File: config.mk
export PLATFORM = sky130hd
export DESIGN_NAME = lineBreakDetect
export DESIGN_NICKNAME = d
export VERILOG_FILES = /design/src/rtl/lineBreakPkg.sv /design/src/rtl/lineBreakDatapath.sv /design/src/rtl/lineBreakControl.sv /design/src/rtl/lineBreakDetect.sv
export SDC_FILE = /design/constraint.sdc
export NUM_CORES = 1
export LEC_CHECK = 0
export ABC_AREA = 0
export BUFFER_PORTS_ARGS = -buffer_cell sky130_fd_sc_hd__buf_4
export CAP_MARGIN = 10
export CORE_UTILIZATION = 40
export CTS_BUF_LIST = sky130_fd_sc_hd__clkbuf_16
export DETAILED_ROUTE_END_ITERATION = 12
export HOLD_SLACK_MARGIN = 0.06
export PLACE_DENSITY = 0.67
export SETUP_SLACK_MARGIN = 0.1
export SYNTH_ARGS = -nofsm -noshare
export SYNTH_HDL_FRONTEND = slang
export SYNTH_HIERARCHICAL = 1
export SYNTH_SLANG_ARGS = --single-unit
export TNS_END_PERCENT = 1
File: constraint.sdc
create_clock -name clk -period 4.2 [get_ports clk]
set_clock_uncertainty 0.1 [all_clocks]
set_input_delay 0.63 -clock clk [delete_from_list [all_inputs] [get_ports clk]]
set_output_delay 0.63 -clock clk [all_outputs]
set_load 0.03 [all_outputs]
File: src/rtl/lineBreakPkg.sv
package lineBreakPkg;
  localparam int TICKS_PER_BIT   = 16;
  localparam int REARM_TICKS     = 8;
  localparam int CHAR_BITS_PLAIN = 10;
  localparam int CHAR_BITS_PAR   = 11;
  localparam int SEL_W           = 2;

  // Strobes from control to datapath, valid for one clock.
  typedef struct packed {
    logic lowInc;
    logic lowClr;
    logic highInc;
    logic highClr;
  } brkStrobe_t;
endpackage

File: src/rtl/lineBreakDatapath.sv
module lineBreakDatapath
  import lineBreakPkg::*;
#(
  parameter int TPB      = TICKS_PER_BIT,
  parameter int CB_PLAIN = CHAR_BITS_PLAIN,
  parameter int CB_PAR   = CHAR_BITS_PAR,
  parameter int REARM    = REARM_TICKS,
  parameter int SELW     = SEL_W
) (
  input  logic            clk,
  input  logic            rstN,
  input  logic            parityEn,
  input  logic [SELW-1:0] levelSel,
  input  brkStrobe_t      strb,
  output logic            lowReached,
  output logic            highReached
);
  localparam int MAX_SHIFT = 1 << SELW;
  localparam int MAX_THR   = (CB_PAR * TPB) << MAX_SHIFT;
  localparam int LOW_W     = $clog2(MAX_THR + 2);
  localparam int HIGH_W    = $clog2(REARM + 1);
  localparam logic [LOW_W-1:0]  PLAIN_TICKS = LOW_W'(CB_PLAIN * TPB);
  localparam logic [LOW_W-1:0]  PAR_TICKS   = LOW_W'(CB_PAR * TPB);
  localparam logic [HIGH_W-1:0] HIGH_LAST   = HIGH_W'(REARM - 1);
  localparam logic [HIGH_W-1:0] HIGH_SAT    = HIGH_W'(REARM);

  logic [LOW_W-1:0]  lowCnt;
  logic [HIGH_W-1:0] highCnt;
  logic [LOW_W-1:0]  charTicks;
  logic [LOW_W-1:0]  threshold;

  always_comb begin
    charTicks = parityEn ? PAR_TICKS : PLAIN_TICKS;
    threshold = charTicks << (int'(levelSel) + 1);
  end

  // Consecutive low ticks, saturating.
  always_ff @(posedge clk or negedge rstN) begin
    if (!rstN) begin
      lowCnt <= '0;
    end else if (strb.lowClr) begin
      lowCnt <= '0;
    end else if (strb.lowInc && (lowCnt != '1)) begin
      lowCnt <= lowCnt + 1'b1;
    end
  end

  // Consecutive high ticks, saturating at the re-arm span.
  always_ff @(posedge clk or negedge rstN) begin
    if (!rstN) begin
      highCnt <= '0;
    end else if (strb.highClr) begin
      highCnt <= '0;
    end else if (strb.highInc && (highCnt != HIGH_SAT)) begin
      highCnt <= highCnt + 1'b1;
    end
  end

  assign lowReached  = (lowCnt >= threshold);
  assign highReached = (highCnt == HIGH_LAST);
endmodule

File: src/rtl/lineBreakControl.sv
module lineBreakControl
  import lineBreakPkg::*;
(
  input  logic       clk,
  input  logic       rstN,
  input  logic       tick,
  input  logic       rxLevel,
  input  logic       lowReached,
  input  logic       highReached,
  output brkStrobe_t strb,
  output logic       breakActive,
  output logic       breakEvent
);
  logic armed;
  logic fireNow;
  logic rearmNow;

  always_comb begin
    strb         = '0;
    strb.lowInc  = tick && !rxLevel;
    strb.highClr = tick && !rxLevel;
    strb.lowClr  = tick && rxLevel;
    strb.highInc = tick && rxLevel;
    fireNow      = tick && !rxLevel && armed && lowReached;
    rearmNow     = tick && rxLevel && highReached;
  end

  always_ff @(posedge clk or negedge rstN) begin
    if (!rstN) begin
      armed       <= 1'b1;
      breakActive <= 1'b0;
      breakEvent  <= 1'b0;
    end else begin
      breakEvent <= fireNow;
      if (fireNow) begin
        armed       <= 1'b0;
        breakActive <= 1'b1;
      end else if (rearmNow) begin
        armed       <= 1'b1;
        breakActive <= 1'b0;
      end
    end
  end
endmodule

File: src/rtl/lineBreakDetect.sv
module lineBreakDetect
  import lineBreakPkg::*;
#(
  parameter int TPB      = TICKS_PER_BIT,
  parameter int CB_PLAIN = CHAR_BITS_PLAIN,
  parameter int CB_PAR   = CHAR_BITS_PAR,
  parameter int REARM    = REARM_TICKS,
  parameter int SELW     = SEL_W
) (
  input  logic            clk,
  input  logic            rstN,
  input  logic            tick,
  input  logic            rxLevel,
  input  logic            parityEn,
  input  logic [SELW-1:0] levelSel,
  output logic            breakActive,
  output logic            breakEvent
);
  brkStrobe_t strb;
  logic       lowReached;
  logic       highReached;

  lineBreakControl u_ctrl (
    .clk         (clk),
    .rstN        (rstN),
    .tick        (tick),
    .rxLevel     (rxLevel),
    .lowReached  (lowReached),
    .highReached (highReached),
    .strb        (strb),
    .breakActive (breakActive),
    .breakEvent  (breakEvent)
  );

  lineBreakDatapath #(
    .TPB      (TPB),
    .CB_PLAIN (CB_PLAIN),
    .CB_PAR   (CB_PAR),
    .REARM    (REARM),
    .SELW     (SELW)
  ) u_dp (
    .clk         (clk),
    .rstN        (rstN),
    .parityEn    (parityEn),
    .levelSel    (levelSel),
    .strb        (strb),
    .lowReached  (lowReached),
    .highReached (highReached)
  );
endmodule

==> results of run 1 <==
[area by class of cell]
type	count	area, um^2	area share [%]
multi-input cells	108	786	52.8
inverters	8	30.0	2.02
clock inverters	1	5.00	0.336
clock buffers	3	75.1	5.05
repair buffers	8	60.1	4.04
well taps	44	55.1	3.70
flip-flops and latches	19	477	32.0
[cell usage after synthesis, types with 3 or more instances]
library cell	number	area, um^2
o21ai_0	5	25.0
or3_1	3	18.8
a211oi_1	4	30.0
dfrtp_1	18	450
ha_1	15	188
xnor2_1	5	43.8
mux2i_1	3	30.0
nor2b_1	4	25.0
nand2_1	8	30.0
a21o_1	3	22.5
inv_1	8	30.0
nand4_1	6	37.5
xor2_1	3	26.3
a21oi_1	7	35.0
nor2_1	14	52.6
nand3_1	6	30.0
[critical path, cell delays in order]
cell and delay (ps):
buf_4 130, inv_1 80, ha_1 360, mux2i_1 270, nand2b_1 90, ha_1 310
o211ai_1 90, a21oi_1 150, a211oi_1 70, o21ai_0 290, nand2_2 100, a22o_1 230
[stage by stage]
stage	util [%]	total power, W	hold slack, ps
2_1_floorplan	-	0.000261	234
3_3_place_gp	45.7	0.000278	416
3_5_place_dp	45.7	0.000285	418
6_report	48.3	0.000479	138
5_1_grt	48.3	0.000506	159
4_1_cts	48.3	0.000485	151
[power by group through the flow]
| stage | Clock, W | Combinational, W | Sequential [W] |
|---|---|---|---|
| floorplan | 0 | 0.0000526 | 0.000209 |
| global placement | 0 | 0.0000689 | 0.000209 |
| detailed placement | 0 | 0.0000747 | 0.000210 |
| CTS | 0.000202 | 0.0000756 | 0.000207 |
| global route | 0.000210 | 0.0000863 | 0.000210 |
| finish | 0.000198 | 0.0000742 | 0.000207 |
[cell usage in the layout (no fill, tap or decap), drive strengths merged, types with 4 or more instances in the layout]
cell | Yosys | layout
a211oi | 4 | 4
a21oi | 7 | 7
nand4 | 6 | 6
o21ai | 5 | 5
ha | 15 | 15
dfrtp | 18 | 18
nand3 | 6 | 6
buf | 2 | 8
nor2b | 4 | 4
nand2 | 9 | 9
inv | 8 | 8
xnor2 | 5 | 5
nor2 | 14 | 14
[state kept, by name, indices dropped and copies added (netlist names)]
signal and count:
u_ctrl/armed 1, u_ctrl/breakActive 1, u_ctrl/breakEvent 1, u_dp/highCnt 4, u_dp/lowCnt 12
[metal layers]
metal  up-vias  GRT usage, %
met1       519          21.0
met5         -             0
li1        513             -
met2        21          31.5
met4         0          7.82
met3         7          4.59
[worst min path at each step]
stage                                    end
final                        u_dp/highCnt[2]
after global routing         u_dp/highCnt[2]
after detailed placement     u_dp/highCnt[2]
after CTS                    u_dp/highCnt[2]
after global placement       u_dp/highCnt[2]
after floorplan           u_ctrl/breakActive
[kinds of logic after synthesis]
kind of cell               count (synthesis)  share of synthesized area [%]
xor gates and xnor gates                   8                           5.34
muxes                                      5                           4.01
adders and majority gates                 15                           14.3
DFF                                       19                           36.4
buffers and inverters                     11                           3.72
and+or+nand+nor                           51                           19.9
AOI/OAI and AO/OA                         29                           16.3
==> metrics.txt, run 1 <==
# TYPE chip_impl_metric gauge
chip_impl_info{name="result_of_the_run",value="finished, final reports clean"} 1
chip_impl_metric{name="detailed_route_wire_length_on_metal_1",unit="mm"} 1.15
chip_impl_metric{name="die_y",unit="um"} 59.3
chip_impl_metric{name="route.met2.wl",unit="mm"} 1.45
chip_impl_metric{name="dp_slack",unit="ps"} 1260
chip_impl_metric{name="syn2layout_area_growth",unit="%"} 13.5
chip_impl_metric{name="post-cts-setup-buffers",unit=""} 0
chip_impl_metric{name="worstRegToRegCells",unit=""} 4
chip_impl_metric{name="level_count_of_the_clock_h_tree",unit=""} 1
chip_impl_metric{name="bufs_on_longest_clock_path",unit=""} 2
chip_impl_info{name="hp-class",value="input port to asynchronous set/reset pin"} 1
chip_impl_metric{name="placed_cell_area",unit="um^2"} 1410
chip_impl_metric{name="grt_antenna_before_repair",unit=""} 0
chip_impl_metric{name="min_period_over_period",unit="%"} 64.1
chip_impl_metric{name="fp.dieArea",unit="um^2"} 3510
chip_impl_info{name="worstReg2RegEnd",value="u_dp/lowCnt[9]"} 1
chip_impl_metric{name="hold_buffers",unit=""} 0
chip_impl_metric{name="crit_required",unit="ps"} 4280
chip_impl_metric{name="setup_tns_after_final_layout",unit="ps"} 0
chip_impl_metric{name="synthesis.nets",unit=""} 160
chip_impl_metric{name="power_switching_share",unit="%"} 26.1
chip_impl_metric{name="fin_area",unit="um^2"} 1490
chip_impl_metric{name="share_comb_of_total_power",unit="%"} 15.5
chip_impl_metric{name="seq_pwr_share",unit="%"} 43.2
chip_impl_info{name="postSynth.topFlopCell",value="dfrtp_1"} 1
chip_impl_info{name="clock-root-buffer",value="clkbuf_16"} 1
chip_impl_metric{name="post_layout_nonfiller_instances",unit=""} 191
chip_impl_metric{name="grt_pass1_wl",unit="mm"} 4.55
chip_impl_metric{name="synth-async-reset-ratio",unit="%"} 100
chip_impl_metric{name="finalWirelength",unit="mm"} 2.72
chip_impl_metric{name="vias_in_the_first_global_route",unit=""} 986
chip_impl_info{name="worstReg2RegStart",value="u_dp/lowCnt[9]"} 1
chip_impl_metric{name="wl_per_cell",unit="um"} 14.2
chip_impl_metric{name="place.gp.congestion",unit=""} 0.805
chip_impl_info{name="worstSetupStartpointType",value="input port"} 1
chip_impl_metric{name="n_fill_cell",unit=""} 318
chip_impl_info{name="crit_path_end_kind",value="register"} 1
chip_impl_info{name="topRoutingLayerUsed",value="met4"} 1
chip_impl_metric{name="reg_clk_slew_reported_paths",unit="ps"} 60
chip_impl_info{name="clock_tree_from_tritoncts",value="done"} 1
chip_impl_metric{name="finalHoldViolations",unit=""} 0
chip_impl_metric{name="power_density",unit="nW/um^2"} 322
chip_impl_metric{name="sequential_area_share_after_synthesis",unit="%"} 36.4
chip_impl_metric{name="place_hpwl",unit="mm"} 1.98
chip_impl_metric{name="switching_power",unit="W"} 0.000125
chip_impl_metric{name="drtIter0Drc",unit=""} 39
chip_impl_metric{name="synth_cell_types",unit=""} 38
chip_impl_metric{name="cellInternalPower",unit="W"} 0.000354
chip_impl_metric{name="worstMarginPinSlew",unit="ps"} 801
chip_impl_metric{name="setup_violations",unit=""} 0
chip_impl_metric{name="later_pin_clock_latency_in_the_skew_report",unit="ps"} 250
chip_impl_metric{name="final_layout_size_suffix_gt1_share",unit="%"} 11.6
chip_impl_metric{name="num_antenna_cells",unit=""} 0
chip_impl_metric{name="final_report_max_slew_violation_count",unit=""} 0
chip_impl_info{name="worstSetupEndpoint",value="u_ctrl/armed"} 1
chip_impl_metric{name="initial_standard_cell_utilization_of_the_core",unit="%"} 42.6
chip_impl_metric{name="synth-edff-count",unit=""} 0
chip_impl_metric{name="drt-pass1-iter-count",unit=""} 4
chip_impl_metric{name="placement_rows",unit=""} 20
chip_impl_metric{name="grt_max_degree",unit=""} 20
chip_impl_metric{name="r2r_setup_slack",unit="ps"} 2170
chip_impl_metric{name="power.clock.fraction",unit="%"} 41.3
chip_impl_metric{name="max_cap_viol_count",unit=""} 0
chip_impl_metric{name="grt_usage",unit="%"} 18.1
chip_impl_metric{name="postCtsResizedCells",unit=""} 0
chip_impl_metric{name="total_vias_in_the_final_route",unit=""} 1060
chip_impl_metric{name="post-place-cells",unit=""} 187
chip_impl_metric{name="post-route-drc-count",unit=""} 0
chip_impl_metric{name="core_area",unit="um^2"} 3080
chip_impl_metric{name="nets",unit=""} 170
chip_impl_info{name="timing.setup.critical_path_class",value="input port to register"} 1
chip_impl_metric{name="portbufs",unit=""} 8
chip_impl_metric{name="met3WireLength",unit="um"} 72
chip_impl_info{name="crit_path_start",value="levelSel[0]"} 1
chip_impl_metric{name="worst_slew_margin_rel",unit="%"} 46.5
chip_impl_metric{name="cts_inserted_buffers",unit=""} 3
chip_impl_metric{name="post-route-worst-setup-slack",unit="ps"} 1510
chip_impl_metric{name="die-width",unit="um"} 59.3
chip_impl_metric{name="via_per_inst",unit=""} 5.55
chip_impl_metric{name="post_synth_instance_area",unit="um^2"} 1310
chip_impl_metric{name="number_of_clock_sinks",unit=""} 19
chip_impl_metric{name="synth-warning-count",unit=""} 6
chip_impl_metric{name="peakVddDrop",unit="V"} 0.000152
chip_impl_metric{name="synthesis.area_per_instance",unit="um^2"} 9.50
chip_impl_metric{name="synth_cells",unit=""} 138
chip_impl_metric{name="leakage",unit="nW"} 0.665
chip_impl_metric{name="io_pins",unit=""} 9
chip_impl_metric{name="synth-seq-cells",unit=""} 19
chip_impl_metric{name="antenna_violating_nets_post_route",unit=""} 0
chip_impl_metric{name="timing.critical_path.fanout_max",unit=""} 8
chip_impl_metric{name="post-route-min-period",unit="ps"} 2690
chip_impl_metric{name="clock.fmax",unit="GHz"} 0.371
chip_impl_metric{name="crit_arrival",unit="ps"} 2780
chip_impl_info{name="unrepaired_setup_endpoints_after_global_routing",value="no"} 1
chip_impl_metric{name="grt_overflow_total",unit=""} 0
Power figures use the tool's default switching activity.
==> run 2, diff against run 1 <==
--- a/config.mk
+++ b/config.mk
@@ -12,7 +12,7 @@
 export CTS_BUF_LIST = sky130_fd_sc_hd__clkbuf_16
 export DETAILED_ROUTE_END_ITERATION = 12
 export HOLD_SLACK_MARGIN = 0.06
-export PLACE_DENSITY = 0.67
+export PLACE_DENSITY = 0.69
 export SETUP_SLACK_MARGIN = 0.1
 export SYNTH_ARGS = -nofsm -noshare
 export SYNTH_HDL_FRONTEND = slang
==> constraint.sdc (replaced) <==
create_clock -name clk -period 2.2 [get_ports clk]
set_clock_uncertainty 0.1 [all_clocks]
set_input_delay 0.33 -clock clk [delete_from_list [all_inputs] [get_ports clk]]
set_output_delay 0.33 -clock clk [all_outputs]
set_load 0.03 [all_outputs]
==> metrics.txt, run 2 (synthesized netlist as in run 1, its figures left out) <==
# TYPE chip_impl_metric gauge
chip_impl_info{name="result_of_the_run",value="finished, final reports clean"} 1
chip_impl_metric{name="grt_overflow_total",unit=""} 0
chip_impl_metric{name="post_layout_nonfiller_instances",unit=""} 196
chip_impl_info{name="mostFrequentLayoutCell",value="dfrtp_1"} 1
chip_impl_metric{name="timing.critical_path.fanout_max",unit=""} 4
chip_impl_metric{name="crit_required",unit="ps"} 2280
chip_impl_metric{name="largest_register_ff_count",unit=""} 12
chip_impl_metric{name="max_cap_viol_count",unit=""} 0
chip_impl_metric{name="wl_per_cell",unit="um"} 13.8
chip_impl_info{name="largest_registers",value="u_dp/lowCnt x12, u_dp/highCnt x4"} 1
chip_impl_metric{name="crit_arrival",unit="ps"} 2070
chip_impl_info{name="layout_common_cells",value="dfrtp_1, nor2_1, ha_1"} 1
chip_impl_metric{name="placement_rows",unit=""} 20
chip_impl_metric{name="fin_area",unit="um^2"} 1610
chip_impl_metric{name="post-route-min-period",unit="ps"} 1990
chip_impl_info{name="hold_path.startpoint",value="rxLevel"} 1
chip_impl_metric{name="worstMarginPinSlew",unit="ps"} 547
chip_impl_metric{name="utilization",unit="%"} 52.4
chip_impl_metric{name="finalHoldViolations",unit=""} 0
chip_impl_metric{name="final_layout_size_suffix_gt1_share",unit="%"} 21.1
chip_impl_info{name="worstReg2RegStart",value="u_dp/lowCnt[9]"} 1
chip_impl_info{name="clock-root-buffer",value="clkbuf_16"} 1
chip_impl_info{name="worstSetupStartpointType",value="input port"} 1
chip_impl_metric{name="place.gp.congestion",unit=""} 0.808
chip_impl_metric{name="syn2layout_area_growth",unit="%"} 23.0
chip_impl_metric{name="later_pin_clock_latency_in_the_skew_report",unit="ps"} 250
chip_impl_metric{name="fp.dieArea",unit="um^2"} 3510
chip_impl_metric{name="grt_antenna_before_repair",unit=""} 0
chip_impl_metric{name="grt_max_degree",unit=""} 20
chip_impl_metric{name="post-place-cells",unit=""} 191
chip_impl_metric{name="place_hpwl",unit="mm"} 1.96
chip_impl_metric{name="leakage",unit="nW"} 0.704
chip_impl_info{name="worstReg2RegEnd",value="u_dp/lowCnt[9]"} 1
chip_impl_metric{name="cts_inserted_buffers",unit=""} 3
chip_impl_metric{name="placed_cell_area",unit="um^2"} 1460
chip_impl_metric{name="die-width",unit="um"} 59.3
chip_impl_metric{name="core_area",unit="um^2"} 3080
chip_impl_metric{name="power_density",unit="nW/um^2"} 578
chip_impl_info{name="clock_tree_from_tritoncts",value="done"} 1
chip_impl_metric{name="antenna_violating_nets_post_route",unit=""} 0
chip_impl_metric{name="die_y",unit="um"} 59.3
chip_impl_metric{name="grt_usage",unit="%"} 17.5
chip_impl_metric{name="drt-pass1-iter-count",unit=""} 4
chip_impl_info{name="unrepaired_setup_endpoints_after_global_routing",value="yes"} 1
chip_impl_metric{name="vias_in_the_first_global_route",unit=""} 1063
chip_impl_metric{name="via_per_inst",unit=""} 5.50
chip_impl_info{name="timing.setup.critical_path_class",value="input port to register"} 1
chip_impl_metric{name="peakVddDrop",unit="V"} 0.000458
chip_impl_metric{name="clock.fmax",unit="GHz"} 0.503
chip_impl_metric{name="reg_clk_slew_reported_paths",unit="ps"} 50
chip_impl_metric{name="bufs_on_longest_clock_path",unit=""} 2
chip_impl_metric{name="min_period_over_period",unit="%"} 90.4
chip_impl_metric{name="grt_pass1_wl",unit="mm"} 4.62
chip_impl_metric{name="setup_tns_after_final_layout",unit="ps"} 0
chip_impl_info{name="top_register",value="u_dp/lowCnt"} 1
chip_impl_metric{name="initial_standard_cell_utilization_of_the_core",unit="%"} 42.6
chip_impl_metric{name="post-route-drc-count",unit=""} 0
chip_impl_metric{name="io_pins",unit=""} 9
chip_impl_metric{name="drtIter0Drc",unit=""} 37
chip_impl_metric{name="setup_violations",unit=""} 0
chip_impl_metric{name="num_antenna_cells",unit=""} 0
chip_impl_metric{name="worst_slew_margin_rel",unit="%"} 63.1
chip_impl_metric{name="level_count_of_the_clock_h_tree",unit=""} 1
chip_impl_metric{name="total_vias_in_the_final_route",unit=""} 1078
chip_impl_metric{name="worstRegToRegCells",unit=""} 4
chip_impl_metric{name="nets",unit=""} 175
chip_impl_metric{name="final_report_max_slew_violation_count",unit=""} 0
chip_impl_metric{name="r2r_setup_slack",unit="ps"} 260
chip_impl_metric{name="portbufs",unit=""} 8
chip_impl_metric{name="number_of_clock_sinks",unit=""} 19
chip_impl_info{name="crit_path_end_kind",value="register"} 1
chip_impl_metric{name="holdPathStages",unit=""} 2
chip_impl_metric{name="finalWirelength",unit="mm"} 2.71
chip_impl_info{name="hp-class",value="input port to register"} 1
chip_impl_info{name="holdPathEnd",value="u_ctrl/breakEvent"} 1
[run 2: changes by cell type in the layout (fill, tap and decap cells not counted), moves of 2 or more]
| cell | change |
|---|---|
| a21oi_1 | -2 |
| ha_4 | +3 |
| buf_4 | +2 |
| a21oi_2 | +2 |
| ha_1 | -3 |
[run 2: worst max-delay path by stage]
stage                     start                 end  slack (ps)
floorplan           levelSel[0]  u_ctrl/breakActive         130
global placement    levelSel[0]  u_ctrl/breakActive         -60
detailed placement  levelSel[0]  u_ctrl/breakActive        -200
CTS                 levelSel[0]  u_ctrl/breakActive         100
global route        levelSel[0]        u_ctrl/armed          90
finish              levelSel[0]        u_ctrl/armed         210
[run 2: worst max-delay path, cell delays in order]
cell	delay, ps
buf_8	80
inv_4	30
ha_4	270
mux2i_1	180
nand2b_1	110
ha_4	280
o211ai_1	100
a21oi_2	160
a211oi_2	50
o21ai_2	170
nand2_2	80
a22o_1	210
[run 2: layout make-up]
class / count / area [um^2]
clock buffer: 3 / 75.1
clock inverter: 1 / 5.00
fill: 270 / 1470
inverter: 8 / 32.5
multi-input combinational: 108 / 857
sequential: 19 / 477
tap: 44 / 55.1
timing repair buffer: 13 / 111
[run 2: per-layer routing]
metal / wire length (um) / global-route usage, %
met2: 1360 / 29.5
met5: 0 / 0
met3: 74 / 3.93
met4: 41 / 7.48
met1: 1230 / 21.2
[run 2: power breakdown]
| group | total [W] | internal (W) | switching (W) |
|---|---|---|---|
| clock network | 0.000371 | 0.000244 | 0.000128 |
| logic | 0.000165 | 0.0000737 | 0.0000914 |
| registers | 0.000396 | 0.000373 | 0.0000227 |
[run 2: through the flow]
step	power (W)	setup WS, ps	hold slack, ps
floorplan	0.000503	132	-65.6
global placement	0.000543	-57.2	117
detailed placement	0.000555	-198	122
CTS	0.000933	104	172
global route	0.000989	85.1	172
finish	0.000932	212	173
[run 2: timing repair]
action,CTS,global route
hold buffers,1,0
endpoints found under the hold margin,18,0
setup buffers,0,0
resized for setup,1,12
endpoints found under the setup margin,1,3
pin swaps,2,10
